==> src/rtl/asg_pkg.sv <==
package asg_pkg;

    localparam int CTRL_W   = 29;
    localparam int CTRL_TAP = 2;
    localparam int DA_W     = 31;
    localparam int DA_TAP   = 3;
    localparam int DB_W     = 33;
    localparam int DB_TAP   = 13;

    // Per-step advance enables for the three registers
    typedef struct packed {
        logic ctrl_en;
        logic a_en;
        logic b_en;
    } asg_en_t;

endpackage

==> src/rtl/asg_lfsr.sv <==
module asg_lfsr #(
    parameter int W   = 31,
    parameter int TAP = 3
) (
    input  logic         clk,
    input  logic         rst,
    input  logic         load,
    input  logic [W-1:0] seed,
    input  logic         adv,
    output logic [W-1:0] state
);
    localparam logic [W-1:0] NONZERO = W'(1);

    logic [W-1:0] q;
    logic [W-1:0] shifted;
    logic [W-1:0] seed_safe;

    assign shifted   = {q[W-2:0], q[W-1] ^ q[TAP-1]};
    assign seed_safe = (seed == '0) ? NONZERO : seed;

    always_ff @(posedge clk) begin
        if (rst) begin
            q <= NONZERO;
        end else if (load) begin
            q <= seed_safe;
        end else if (adv) begin
            q <= shifted;
        end
    end

    assign state = q;
endmodule

==> src/rtl/asg_step_sel.sv <==
module asg_step_sel
    import asg_pkg::*;
(
    input  logic    step,
    input  logic    load,
    input  logic    ctrl_bit,
    output asg_en_t en
);
    logic go;

    assign go         = step & ~load;
    assign en.ctrl_en = go;
    assign en.a_en    = go & ctrl_bit;
    assign en.b_en    = go & ~ctrl_bit;
endmodule

==> src/rtl/asg_keystream_gen.sv <==
module asg_keystream_gen
    import asg_pkg::*;
(
    input  logic              clk,
    input  logic              rst,
    input  logic              load,
    input  logic [CTRL_W-1:0] seed_ctrl,
    input  logic [DA_W-1:0]   seed_a,
    input  logic [DB_W-1:0]   seed_b,
    input  logic              step,
    output logic              ks_bit,
    output logic              ks_valid
);
    logic [CTRL_W-1:0] ctrl_state;
    logic [DA_W-1:0]   a_state;
    logic [DB_W-1:0]   b_state;
    asg_en_t           en;
    logic              valid_q;

    asg_step_sel u_sel (
        .step     (step),
        .load     (load),
        .ctrl_bit (ctrl_state[CTRL_W-1]),
        .en       (en)
    );

    asg_lfsr #(.W(CTRL_W), .TAP(CTRL_TAP)) u_ctrl (
        .clk   (clk),
        .rst   (rst),
        .load  (load),
        .seed  (seed_ctrl),
        .adv   (en.ctrl_en),
        .state (ctrl_state)
    );

    asg_lfsr #(.W(DA_W), .TAP(DA_TAP)) u_data_a (
        .clk   (clk),
        .rst   (rst),
        .load  (load),
        .seed  (seed_a),
        .adv   (en.a_en),
        .state (a_state)
    );

    asg_lfsr #(.W(DB_W), .TAP(DB_TAP)) u_data_b (
        .clk   (clk),
        .rst   (rst),
        .load  (load),
        .seed  (seed_b),
        .adv   (en.b_en),
        .state (b_state)
    );

    always_ff @(posedge clk) begin
        if (rst) begin
            valid_q <= 1'b0;
        end else begin
            valid_q <= en.ctrl_en;
        end
    end

    assign ks_bit   = a_state[DA_W-1] ^ b_state[DB_W-1];
    assign ks_valid = valid_q;
endmodule

==> config.mk <==
export PLATFORM = sky130hd
export DESIGN_NAME = asg_keystream_gen
export DESIGN_NICKNAME = d
export VERILOG_FILES = /design/src/rtl/asg_pkg.sv /design/src/rtl/asg_lfsr.sv /design/src/rtl/asg_step_sel.sv /design/src/rtl/asg_keystream_gen.sv
export SDC_FILE = /design/constraint.sdc
export NUM_CORES = 1
export LEC_CHECK = 0
export ABC_AREA = 1
export ABC_CLOCK_PERIOD_IN_PS = 2500
export BUFFER_PORTS_ARGS = -buffer_cell sky130_fd_sc_hd__buf_2
export CAP_MARGIN = 25
export CORE_MARGIN = 3
export CORE_UTILIZATION = 45
export CTS_CLUSTER_SIZE = 14
export DETAILED_ROUTE_END_ITERATION = 6
export PLACE_DENSITY = 0.68
export SKIP_CTS_REPAIR_TIMING = 1
export SLEW_MARGIN = 20
export SYNTH_ARGS = -nofsm -noshare
export SYNTH_HDL_FRONTEND = slang
export SYNTH_SLANG_ARGS = --single-unit
export TNS_END_PERCENT = 50
==> constraint.sdc <==
create_clock -name clk -period 2.5 [get_ports clk]
set_input_delay 0.625 -clock clk [delete_from_list [all_inputs] [get_ports clk]]
set_output_delay 0.625 -clock clk [all_outputs]
set_load 0.01 [all_outputs]
==> results.json, run 1 <==
{
  "fin_crit_ns": 1.746,
  "critPathLaunch": "u_data_a.state[30]",
  "slowest_delay_ns": 0.39,
  "yosysWarnings": 0,
  "crit_arrival_ns": 1.12,
  "dieHeight_um": 105.5,
  "r2r_start": "u_ctrl.state[28]",
  "synth.avg_cell_area_um2": 6.589,
  "via_count": 4441,
  "synthArstFlopShare": 0,
  "drive_gt1_frac": 0.1733,
  "synth_top_cell_area_share": 0.4225,
  "synth-seq-area-share": 0.4225,
  "grt_pass1_vias": 4049,
  "synth_seq_cells": 94,
  "critical_path_class": "register to output pin",
  "die-area_um2": 11130,
  "grt_start_max_net_pins": 92,
  "post-route-period-util": 0.6983,
  "clk_pin_slew_ns": 0.09,
  "clk-insertion-delay-late_ns": 0.36,
  "peakVddDrop_mv": 0.3221,
  "startpoint_type": "register",
  "synth_edf_count": 0,
  "drcViolationCount": 0,
  "post-place-ws_ns": 0.5561,
  "worstSetupEndpointType": "output pin",
  "hpwl_um": 7395,
  "rows": 35,
  "cp_top_family": "flip-flops",
  "grt_usage": 0.1969,
  "grt_first_pass_wirelength_um": 18440,
  "wl_per_cell_um": 12.57,
  "drv_slew": 0,
  "syn_inst": 676,
  "skew_ns": 0.01206,
  "viasPerCell": 5.018,
  "root_buffer": "clkbuf_8",
  "clkSinkCount": 94,
  "numPortBuffers": 98,
  "synth_top_area_cell": "dfxtp_1",
  "rrSetupSlack_ns": 1.22,
  "htreeDepth": 3,
  "path_max_fanout": 3,
  "worst_pin_slew_ns": 0.5396,
  "n_antenna_cell": 0,
  "io_pins": 99,
  "grt_setup_unrepaired": "no",
  "drt_wl_total_um": 11120,
  "ys.flop_type": "dfxtp_1",
  "tns_ns": 0,
  "area_delta_synth_final_pct": 17.02,
  "min_path_type": "input pin to register",
  "crit_chain": "xor2_1 -> buf_2",
  "synthTopCellsByArea": "dfxtp_1, nand2_1, a21oi_1",
  "core_area_um2": 9415,
  "cp-endpoint": "ks_bit",
  "r2r-end": "u_data_a.state[23]",
  "start_util": 0.4731,
  "worstPathRequired_ns": 1.88,
  "timing.critical_path.buf_inv": 1,
  "grt_overflow": 0,
  "synth.most_common_cell": "nand2_1",
  "synth_cell_types": 23,
  "antenna_found_initial": 0,
  "r2r_cells": 5,
  "leakage_nw": 2.513,
  "firstDrtPassIters": 4,
  "max-cap-violations": 0,
  "finalWorstSetupSlack_ns": 0.7544,
  "slowest_stage": "dfxtp_1",
  "crit_cells": 2,
  "synthTopCellsByCount": "nand2_1, a21oi_1, dfxtp_1",
  "die_x_um": 105.5,
  "run_status": "finished, final reports clean",
  "syn_nets": 773,
  "finalWeightedCongestion": 0.7813,
  "setup_viol": 0,
  "numCtsBuffers": 9,
  "max_slew_margin": 0.6397,
  "clock.fmax_mhz": 572.9,
  "ant_nets": 0,
  "drtIter0Drc": 237,
  "hold_viol": 0,
  "clock_path_buffers": 2,
  "powerDensity_nw_per_um2": 624.0,
  "netlist_area_um2": 4454,
  "nets": 848,
  "cts_tree": "yes"
}
## placed cells by master (no fill, tap or decap), drive strengths merged
master	instances
o21ai	67
a21oi	122
a31oi	3
nor2	57
buf	107
xor2	1
nand3b	1
nand4	5
clkinv	2
dfxtp	94
xnor2	2
bufinv	2
nand2	194
clkbuf	12
nand3	26
inv	56
o211ai	2
o221ai	3
## how the worst min path moves through the flow
stage,startpoint,depth (start not counted),end
global route,rst,2,ks_valid
floorplan,u_data_b.state[31],2,u_data_b.state[32]
global placement,u_data_b.state[31],2,u_data_b.state[32]
detailed placement,u_data_b.state[31],2,u_data_b.state[32]
finish,rst,2,ks_valid
CTS,rst,2,ks_valid
## sequential cells by signal (all words and copies together) (netlist names)
signal,cells
ks_valid,1
u_data_a.state,31
u_ctrl.state,29
u_data_b.state,33
## layout make-up
class	instances	area (um2)
Multi-Input combinational cell	483	2161
Tap cell	129	161.4
Fill cell	976	4203
Clock inverter	4	70.07
Timing Repair Buffer	107	583.1
Inverter	56	210.2
Clock buffer	12	145.1
Sequential cell	94	1882
## metrics by stage
stage / util / power, mW / hold WS, ns / area [um2] / cells
global route: 0.5536 / 3.418 / 0.4694 / 5213 / 885
detailed placement: 0.5308 / 2.184 / 0.4749 / 4997 / 869
CTS: 0.5536 / 3.285 / 0.4739 / 5213 / 885
finish: 0.5536 / 3.253 / 0.4777 / 5213 / 885
floorplan: - / 2.008 / 0.4532 / 4454 / 676
global placement: 0.5308 / 2.170 / 0.4652 / 4997 / 869
## cell families (layout without fill, tap and decap cells)
| group | after synthesis | after routing | share of synthesized area |
|---|---|---|---|
| AO/OA/AOI/OAI | 197 | 197 | 0.2292 |
| AND/OR/NAND/NOR | 283 | 283 | 0.2500 |
| XOR/XNOR | 3 | 3 | 0.005900 |
| flip-flops | 94 | 94 | 0.4225 |
| buffers and inverters | 99 | 179 | 0.09241 |
## where the power goes
part / total [mW] / internal, mW / leakage [nW] / switching (mW)
logic: 0.486 / 0.195 / 1.62 / 0.292
clock network: 1.10 / 0.589 / 0.110 / 0.513
registers: 1.66 / 1.61 / 0.778 / 0.0549
## per-layer routing
layer | wire length (um) | track usage | part of all wire | vias to the layer above
li1 | - | - | - | 2338
met1 | 5296 | 0.2685 | 0.48 | 2002
met2 | 5146 | 0.3165 | 0.46 | 89
met3 | 525 | 0.03858 | 0.047 | 12
met4 | 153 | 0.05920 | 0.014 | 0
met5 | 0 | 0 | 0 | -
Power figures use the tool's default switching activity.
==> inputs of run 2 (changes only) <==
ABC_CLOCK_PERIOD_IN_PS = 1420   (was 2500)
PLACE_DENSITY = 0.71   (was 0.68)
clock period = 1.42 ns   (was 2.5 ns; I/O delays follow)
==> results.json, run 2 (same netlist as run 1, synthesis figures left out) <==
{
  "io_pins": 99,
  "setup_viol": 0,
  "viasPerCell": 5.022,
  "finalWorstSetupSlack_ns": 0.01077,
  "grt_setup_unrepaired": "yes",
  "tns_ns": 0,
  "min_path_type": "input pin to register",
  "n_antenna_cell": 0,
  "r2r_cells": 5,
  "firstDrtPassIters": 5,
  "cts_tree": "yes",
  "finalWeightedCongestion": 0.8028,
  "drcViolationCount": 0,
  "die_x_um": 105.5,
  "skew_ns": 0.008066,
  "root_buffer": "clkbuf_8",
  "leakage_nw": 2.561,
  "drtIter0Drc": 241,
  "htreeDepth": 3,
  "nets": 861,
  "grt_pass1_vias": 4078,
  "worstPathRequired_ns": 1.07,
  "post-place-ws_ns": -0.06053,
  "powerDensity_nw_per_um2": 1027,
  "core_area_um2": 9415,
  "clock.fmax_mhz": 709.6,
  "rows": 35,
  "clk_pin_slew_ns": 0.09,
  "drv_slew": 0,
  "placed_area_um2": 5117,
  "grt_usage": 0.1975,
  "dieHeight_um": 105.5,
  "hold_viol": 0,
  "drive_gt1_frac": 0.1938,
  "power.total_mw": 5.475,
  "critPathLaunch": "u_data_b.state[32]",
  "area_delta_synth_final_pct": 19.69,
  "max_slew_margin": 0.6588,
  "numCtsBuffers": 9,
  "worstSetupEndpointType": "output pin",
  "max-cap-violations": 0,
  "run_status": "finished, final reports clean",
  "startpoint_type": "register",
  "hpwl_um": 7822,
  "antenna_found_initial": 0,
  "via_count": 4510,
  "final_cell_area_um2": 5331,
  "post-route-period-util": 0.9924,
  "clkSinkCount": 94,
  "critical_path_class": "register to output pin",
  "grt_overflow": 0,
  "wl_per_cell_um": 12.25,
  "fin_crit_ns": 1.409,
  "numPortBuffers": 98,
  "rrSetupSlack_ns": 0.17,
  "r2r-end": "u_data_a.state[23]",
  "largest_reg_flops": 33,
  "grt_first_pass_wirelength_um": 18440,
  "drt_wl_total_um": 11000,
  "ant_nets": 0,
  "die-area_um2": 11130,
  "grt_start_max_net_pins": 45,
  "path_max_fanout": 3,
  "start_util": 0.4731,
  "hold_depth": 2,
  "final_common_cell": "nand2_1",
  "hold_ws_ns": 0.1703,
  "r2r_start": "u_ctrl.state[28]",
  "crit_arrival_ns": 1.05,
  "clk-insertion-delay-late_ns": 0.36,
  "worst_pin_slew_ns": 0.5110,
  "cp-endpoint": "ks_bit",
  "final_cell_mix": "nand2_1, a21oi_1, buf_2, dfxtp_1, o21ai_0",
  "peakVddDrop_mv": 0.5121,
  "clock_path_buffers": 2
}
run 2: metal layers:
layer  share of wire  global-route usage  up-vias
met1            0.47              0.2718     2025
li1                -                   -     2371
met3           0.051             0.03980       11
met5               0                   0        -
met2            0.47              0.3179      103
met4           0.013             0.05088        0
run 2: critical path, cell delays in order, from the launching register on:
cell,delay [ns]
dfxtp_4,0.37
xor2_2,0.17
buf_2,0.16
run 2: where the power goes:
group / total (mW) / switching [mW] / internal (mW)
logic: 0.907 / 0.525 / 0.383
clock network: 1.64 / 0.985 / 0.654
registers: 2.93 / 0.0956 / 2.83
run 2: final cells by class:
cell class / instances / area (um2)
multi-input combinational: 483 / 2168
clock inverter: 7 / 56.30
clock buffer: 9 / 123.9
fill: 946 / 4084
sequential: 94 / 1889
tap: 129 / 161.4
inverter: 56 / 210.2
timing repair buffer: 120 / 721.9
run 2: stage by stage:
stage	std cells	utilization
after detailed placement	880	0.5435
after global placement	880	0.5435
after floorplan	676	-
final	898	0.5662
after CTS	896	0.5627
after global routing	898	0.5662
run 2: worst min path at each step:
| stage | startpoint | end | slack, ns |
|---|---|---|---|
| finish | rst | ks_valid | 0.17 |
| global route | rst | ks_valid | 0.16 |
| CTS | rst | ks_valid | 0.16 |
| detailed placement | u_data_b.state[31] | u_data_b.state[32] | 0.48 |
| global placement | u_data_b.state[31] | u_data_b.state[32] | 0.47 |
| floorplan | rst | ks_valid | 0.43 |
==> inputs of run 3 (changes only) <==
MAX_ROUTING_LAYER = met4   (was unset)
==> results.json, run 3 (same netlist as run 1, synthesis figures left out) <==
{
  "run_status": "finished, final reports clean",
  "core_area_um2": 9415,
  "hold_viol": 0,
  "tns_ns": 0,
  "final_cell_mix": "nand2_1, a21oi_1, buf_2, dfxtp_1, o21ai_0",
  "min_path_type": "input pin to register",
  "numCtsBuffers": 9,
  "clock.fmax_mhz": 713.2,
  "rrSetupSlack_ns": 0.17,
  "r2r_start": "u_ctrl.state[28]",
  "grt_first_pass_wirelength_um": 18420,
  "cts_tree": "yes",
  "nets": 861,
  "grt_start_max_net_pins": 45,
  "viasPerCell": 5.056,
  "rows": 35,
  "drt_wl_total_um": 11020,
  "max_slew_margin": 0.6553,
  "critPathLaunch": "u_data_b.state[32]",
  "power.total_mw": 5.475,
  "grt_overflow": 0,
  "die-area_um2": 11130,
  "io_pins": 99,
  "area_delta_synth_final_pct": 19.69,
  "n_antenna_cell": 0,
  "worstPathRequired_ns": 1.07,
  "die_x_um": 105.5,
  "r2r-end": "u_data_a.state[28]",
  "crit_arrival_ns": 1.05,
  "peakVddDrop_mv": 0.5113,
  "seqCellArea_um2": 1889,
  "drv_slew": 0,
  "worst_pin_slew_ns": 0.5163,
  "dieHeight_um": 105.5,
  "start_util": 0.4731,
  "nFillCells": 946,
  "final_common_cell": "nand2_1",
  "post-route-period-util": 0.9874,
  "antenna_found_initial": 0,
  "numPortBuffers": 98,
  "clock_path_buffers": 2,
  "post-place-ws_ns": -0.06053,
  "drive_gt1_frac": 0.1938,
  "drcViolationCount": 0,
  "wl_per_cell_um": 12.27,
  "finalWorstSetupSlack_ns": 0.01787,
  "firstDrtPassIters": 4,
  "cp-endpoint": "ks_bit",
  "ant_nets": 0,
  "max-cap-violations": 0,
  "multiInputGateArea_um2": 2168,
  "path_max_fanout": 3,
  "r2r_cells": 5,
  "setup_viol": 0,
  "leakage_nw": 2.561,
  "grt_pass1_vias": 4073,
  "grt_setup_unrepaired": "yes",
  "startpoint_type": "register",
  "via_count": 4540,
  "hold_ws_ns": 0.1698,
  "clkSinkCount": 94,
  "worstSetupEndpointType": "output pin",
  "fin_crit_ns": 1.402,
  "hpwl_um": 7822,
  "skew_ns": 0.009459,
  "clk_pin_slew_ns": 0.09,
  "clk-insertion-delay-late_ns": 0.36,
  "critical_path_class": "register to output pin",
  "htreeDepth": 3,
  "grt_usage": 0.2031,
  "root_buffer": "clkbuf_8",
  "powerDensity_nw_per_um2": 1027,
  "largest_reg_flops": 33,
  "drtIter0Drc": 233,
  "finalWeightedCongestion": 0.8145
}
==> run 3: cell counts in the layout (fill, tap and decap cells not counted) <==
No cell type changed its count.
==> run 3: layout make-up <==
cell class,instances,area share
multi-input combinational,483,0.4067
sequential,94,0.3544
timing repair buffer,120,0.1354
inverter,56,0.03943
tap,129,0.03027
clock buffer,9,0.02323
clock inverter,7,0.01056
==> run 3: metrics by stage <==
stage	cells	util	area, um2
after global routing	898	0.5662	5331
after floorplan	676	-	4454
after CTS	896	0.5627	5298
final	898	0.5662	5331
after detailed placement	880	0.5435	5117
after global placement	880	0.5435	5117
==> run 3: layer usage <==
layer / track usage / part of all wire / vias up
li1: - / - / 2369
met1: 0.2741 / 0.47 / 2047
met2: 0.3174 / 0.47 / 113
met3: 0.03674 / 0.049 / 11
met4: 0.05088 / 0.012 / 0
met5: - / 0 / -
==> run 3: worst min-delay path by stage <==
stage                                  start                 end  slack, ns  depth (start not counted)
after CTS                                rst            ks_valid       0.16                          2
after floorplan                          rst            ks_valid       0.43                          1
after global routing                     rst            ks_valid       0.16                          2
final                                    rst            ks_valid       0.17                          2
after detailed placement  u_data_b.state[31]  u_data_b.state[32]       0.48                          2
after global placement    u_data_b.state[31]  u_data_b.state[32]       0.47                          2
==> run 3: critical path, stage by stage (launching register included) <==
cell and delay (ns):
dfxtp_4 0.37, xor2_2 0.17, buf_2 0.16
==> run 3: report_power, final <==
group,switching (mW),total (mW),leakage [nW],internal (mW)
Combinational,0.525,0.908,1.70,0.383
Clock,0.984,1.64,0.0789,0.654
Sequential,0.0955,2.93,0.780,2.83
Total,1.60,5.48,2.56,3.87
